[src/rtl/lsn_pkg.sv]
`timescale 1ns/1ps
package lsn_pkg;
   // Low-bit port codes; the CPU software depends on these exact values
   localparam logic [2:0] NMI_ON_CODE  = 3'b110;
   localparam logic [2:0] NMI_OFF_CODE = 3'b101;

   typedef struct packed {
      logic nmi_on;
      logic nmi_off;
      logic kbd_rd;
      logic any_wr;
   } port_ev_t;
endpackage

[src/rtl/lsn_port_decode.sv]
`timescale 1ns/1ps
module lsn_port_decode
   import lsn_pkg::*;
#(
   parameter int ADDR_W = 8
) (
   input  logic [ADDR_W-1:0] addr,
   input  logic              iorq_n,
   input  logic              m1_n,
   input  logic              rd_n,
   input  logic              wr_n,
   output port_ev_t          ev,
   output logic              intack
);
   logic io_cyc, io_wr, io_rd;

   always_comb begin
      io_cyc    = !iorq_n && m1_n;
      io_wr     = io_cyc && !wr_n;
      io_rd     = io_cyc && !rd_n;
      intack    = !iorq_n && !m1_n;
      ev.any_wr  = io_wr;
      ev.nmi_on  = io_wr && (addr[2:0] == NMI_ON_CODE);
      ev.nmi_off = io_wr && (addr[2:0] == NMI_OFF_CODE);
      ev.kbd_rd  = io_rd && !addr[0] && addr[2];
   end

   // Upper address bits take no part in the decode
   generate
      if (ADDR_W > 3) begin : g_hi
         logic unused_addr_hi;
         assign unused_addr_hi = ^addr[ADDR_W-1:3];
      end
   endgenerate
endmodule

[src/rtl/lsn_line_counter.sv]
`timescale 1ns/1ps
module lsn_line_counter #(
   parameter int LINE_CYCLES = 207,
   parameter int CNT_W       = $clog2(LINE_CYCLES)
) (
   input  logic             clk,
   input  logic             rst_n,
   input  logic             intack,
   output logic [CNT_W-1:0] cnt
);
   localparam logic [CNT_W-1:0] LAST = CNT_W'(LINE_CYCLES - 1);

   always_ff @(posedge clk or negedge rst_n) begin
      if (!rst_n)
         cnt <= '0;
      else if (intack || cnt == LAST)
         cnt <= '0;
      else
         cnt <= cnt + CNT_W'(1);
   end
endmodule

[src/rtl/lsn_mode_regs.sv]
`timescale 1ns/1ps
module lsn_mode_regs
   import lsn_pkg::*;
(
   input  logic     clk,
   input  logic     rst_n,
   input  port_ev_t ev,
   output logic     nmi_en,
   output logic     vs_flag
);
   always_ff @(posedge clk or negedge rst_n) begin
      if (!rst_n) begin
         nmi_en  <= 1'b0;
         vs_flag <= 1'b0;
      end else begin
         if (ev.nmi_on)
            nmi_en <= 1'b1;
         else if (ev.nmi_off)
            nmi_en <= 1'b0;
         // a write ends frame sync and wins over any read
         if (ev.any_wr)
            vs_flag <= 1'b0;
         else if (ev.kbd_rd && !nmi_en)
            vs_flag <= 1'b1;
      end
   end
endmodule

[src/rtl/lsn_sync_out.sv]
`timescale 1ns/1ps
module lsn_sync_out #(
   parameter int CNT_W    = 8,
   parameter int SYNC_AT  = 16,
   parameter int SYNC_LEN = 16
) (
   input  logic [CNT_W-1:0] cnt,
   input  logic             nmi_en,
   input  logic             vs_flag,
   output logic             nmi_n,
   output logic             csync_n,
   output logic             vsync
);
   localparam logic [CNT_W-1:0] P_LO = CNT_W'(SYNC_AT);
   localparam logic [CNT_W-1:0] P_HI = CNT_W'(SYNC_AT + SYNC_LEN);

   logic hs_act;

   always_comb begin
      hs_act  = (cnt >= P_LO) && (cnt < P_HI);
      nmi_n   = !(hs_act && nmi_en);
      csync_n = !(hs_act || vs_flag);
      vsync   = vs_flag;
   end
endmodule

[src/rtl/line_sync_nmi_gen.sv]
`timescale 1ns/1ps
module line_sync_nmi_gen
   import lsn_pkg::*;
#(
   parameter int ADDR_W      = 8,
   parameter int LINE_CYCLES = 207,
   parameter int SYNC_AT     = 16,
   parameter int SYNC_LEN    = 16
) (
   input  logic              clk,
   input  logic              rst_n,
   input  logic [ADDR_W-1:0] addr,
   input  logic              iorq_n,
   input  logic              m1_n,
   input  logic              rd_n,
   input  logic              wr_n,
   output logic              nmi_n,
   output logic              csync_n,
   output logic              vsync
);
   localparam int CNT_W = $clog2(LINE_CYCLES);

   generate
      if (ADDR_W < 3) begin : g_bad_addr
         $error("ADDR_W must cover the three decoded bits");
      end
      if (SYNC_LEN < 1) begin : g_bad_len
         $error("SYNC_LEN must be at least one cycle");
      end
      if (SYNC_AT + SYNC_LEN > LINE_CYCLES) begin : g_bad_win
         $error("sync window must fit inside one line");
      end
   endgenerate

   port_ev_t         ev;
   logic             intack;
   logic [CNT_W-1:0] cnt_q;
   logic             nmi_en_q;
   logic             vs_q;

   lsn_port_decode #(.ADDR_W(ADDR_W)) u_dec (
      .addr(addr), .iorq_n(iorq_n), .m1_n(m1_n), .rd_n(rd_n), .wr_n(wr_n),
      .ev(ev), .intack(intack)
   );

   lsn_line_counter #(.LINE_CYCLES(LINE_CYCLES), .CNT_W(CNT_W)) u_cnt (
      .clk(clk), .rst_n(rst_n), .intack(intack), .cnt(cnt_q)
   );

   lsn_mode_regs u_mode (
      .clk(clk), .rst_n(rst_n), .ev(ev), .nmi_en(nmi_en_q), .vs_flag(vs_q)
   );

   lsn_sync_out #(.CNT_W(CNT_W), .SYNC_AT(SYNC_AT), .SYNC_LEN(SYNC_LEN)) u_out (
      .cnt(cnt_q), .nmi_en(nmi_en_q), .vs_flag(vs_q),
      .nmi_n(nmi_n), .csync_n(csync_n), .vsync(vsync)
   );
endmodule

[config.mk]
export PLATFORM = sky130hd
export DESIGN_NAME = line_sync_nmi_gen
export DESIGN_NICKNAME = d
export VERILOG_FILES = /design/src/rtl/lsn_pkg.sv /design/src/rtl/lsn_port_decode.sv /design/src/rtl/lsn_line_counter.sv /design/src/rtl/lsn_mode_regs.sv /design/src/rtl/lsn_sync_out.sv /design/src/rtl/line_sync_nmi_gen.sv
export SDC_FILE = /design/constraint.sdc
export NUM_CORES = 1
export LEC_CHECK = 0
export BUFFER_PORTS_ARGS = -buffer_cell sky130_fd_sc_hd__buf_2
export CORE_AREA = 2 2 39 41
export DETAILED_ROUTE_END_ITERATION = 6
export DIE_AREA = 0 0 41 43
export PLACE_DENSITY = 0.66
export SLEW_MARGIN = 20
export SYNTH_ARGS = -nofsm -noshare
export SYNTH_HDL_FRONTEND = slang
export SYNTH_SLANG_ARGS = --single-unit
export TNS_END_PERCENT = 5
[constraint.sdc]
create_clock -name clk -period 1.55 [get_ports clk]
set_input_delay 0.0775 -clock clk [delete_from_list [all_inputs] [get_ports clk]]
set_output_delay 0.0775 -clock clk [all_outputs]
set_load 0.1 [all_outputs]
==> run metrics <==
status complete, no violations; worst min path class in2reg; htree depth 1; grt met3 use 0.0314; DRC 0; Max Clk Rate 677 MHz; Pwr Total 0.000826 W; clk sinks 10; pwr/cell area 1060 nW/um2; Top FF cell, synth dfrtp_1; setup_tns 0 ps; hold path cells 2; Die H 43 um; DR vias 465; First-pass DRT Iterations 3; syn nets 70; EDFF count, synth 0; Via density 4.89; global-route wire length before repair 1940 um; Synthesis Warnings 0; Final min period 1480 ps; global-route met2 utilization 0.253; Startpoint Class flop; Rows 14; clk slew on worst S/H paths 70 ps; Fillers 134; gr ovfl total 0; Routed WL per cell 11.8 um; GR Util met1 0.199; Crit. Startpoint u_cnt.cnt[6]$_DFF_PN0_; placed cell count 83; Die Area 1760 um2; CTS tree built; crit path capture type primary output; iteration-0 DRC count of the detailed router 2; CTS max path bufs 2; Starting Density 0.393; Util after Layout 0.562; global route hottest layer met2; number of global-route vias before repair 466; Avg Inst Size Synth 10.3 um2; Seq cells post-synth 10; synthesized area 544 um2; worst-margin pin slew 483 ps; clock latency on the worst-skew pair 270 ps; Die Wd 41 um; Worst Path Arrival 1400 ps; Tcrit/Tclk final 0.953; largest net degree at the start of global routing 11; Critical R2R Launch u_cnt.cnt[1]$_DFF_PN0_; Final ANT Viol Nets 0; total CTS buffers 3; Crit Reg-Reg Endpoint u_cnt.cnt[3]$_DFF_PN0_; Gate Count Post-Synth 53; reg2reg path depth 4; leakage power 0.365 nW; Detailed Route WL 1120 um; library cells used by synthesis 22; antenna violations before repair 0; hold_ws 76.0 ps; crit path kind reg2out; Area Growth Syn to Fin 43.0%; hpwl dp 762 um; ANT cells 0; skew final 3.87 ps; hold path endpoint u_mode.vs_flag$_DFFE_PN0P_; CP required 1470 ps; max capacitance violation total 0; GP Congestion 0.726; share of async-settable or async-resettable flops after synthesis 1.00; # port buffers 11; io pins 17; worst reg-to-reg setup slack 160 ps; worst vdd ir 585 uV; final std cells w/o fill 95; flip-flop and latch area 251 um2; Tot GR Track Use 0.167; CP Max Fanout 3; setup violators final 0; # nets final 97; layout cell share with drive strength beyond 1 0.392; hold path start wr_n; area of the multi-input gates 292 um2; register area share after synthesis 0.460; final-report max-slew violation count 0; Core Area 1380 um2; slew margin rel. 0.680; Final Hold Viols 0; clk root buf clkbuf_4
routing by layer:
layer / routed length [um] / vias up
li1: - / 244
met1: 497 / 219
met2: 622 / 2
met3: 3 / 0
met4: 0 / 0
met5: 0 / -
kinds of logic (layout without fill, tap and decap cells):
| family | after synthesis | count (layout) | share of synthesized area |
|---|---|---|---|
| and+or+nand+nor | 22 | 22 | 0.228 |
| AOI/OAI and AO/OA | 10 | 10 | 0.161 |
| DFF | 10 | 10 | 0.460 |
| buffers and inverters | 5 | 31 | 0.0345 |
| adders and majority gates | 3 | 3 | 0.0690 |
| xor gates and xnor gates | 3 | 3 | 0.0483 |
cells in the final DEF (no fill, tap or decap), types with 2 or more instances in the layout:
cell type      instances
or3_1                  3
xor2_1                 2
dfrtp_1                9
nor2_1                 5
clkbuf_4               3
o21ai_0                3
nand2_1                2
buf_4                 10
inv_1                  5
ha_1                   3
nand3_1                4
a21oi_1                2
dlygate4sd3_1          2
buf_2                  9
worst max-delay path, stage by stage, from the launching register on:
cell and delay, ps:
dfrtp_2 430, nor4b_2 280, buf_4 170, nor2_4 30
buf_4 220
stage by stage:
stage / cell area (um2) / setup slack [ps]
after floorplan: 552 / -184
after global placement: 649 / 173
after detailed placement: 649 / 158
after CTS: 714 / 16.7
after global routing: 778 / -20.0
final: 778 / 73.6
what timing repair did:
item | CTS | global route
hold endpoints to repair | 11 | 0
resized for setup | 3 | 5
setup endpoints to repair | 2 | 2
setup buffers | 0 | 6
pin swaps | 0 | 1
hold buffers | 2 | 0
how the worst max path moves through the flow:
stage	to	slack [ps]	depth (start not counted)
2_1_floorplan	nmi_n	-180	2
5_1_grt	csync_n	-20	4
6_report	csync_n	70	4
3_3_place_gp	u_cnt.cnt[3]$_DFF_PN0_	170	5
4_1_cts	csync_n	20	4
3_5_place_dp	u_cnt.cnt[3]$_DFF_PN0_	160	4
registers in the layout, summed over array words and instances, names as in the netlist:
| register | flops |
|---|---|
| u_cnt.cnt | 8 |
| u_mode.nmi_en | 1 |
| u_mode.vs_flag | 1 |
synth_stat cells, types with 2 or more instances:
| master | instances | area (um2) |
|---|---|---|
| xor2_1 | 2 | 17.5 |
| dfrtp_1 | 10 | 250 |
| nand2_1 | 3 | 11.3 |
| or3_1 | 3 | 18.8 |
| a21oi_1 | 2 | 10.0 |
| nor2_1 | 6 | 22.5 |
| o21ai_0 | 3 | 15.0 |
| ha_1 | 3 | 37.5 |
| nand3_1 | 4 | 20.0 |
| inv_1 | 5 | 18.8 |
layout make-up:
class | count | share of cell area
Inverter | 5 | 0.0241
Clock buffer | 4 | 0.0466
Tap cell | 16 | 0.0257
Timing Repair Buffer | 22 | 0.206
Multi-Input combinational cell | 38 | 0.375
Sequential cell | 10 | 0.323
where the power goes:
part           internal (W)  switching (W)
combinational     0.0000820       0.000136
sequential         0.000303      0.0000619
clock              0.000143       0.000101
total              0.000527       0.000298
(Power assumes the default switching activity.)
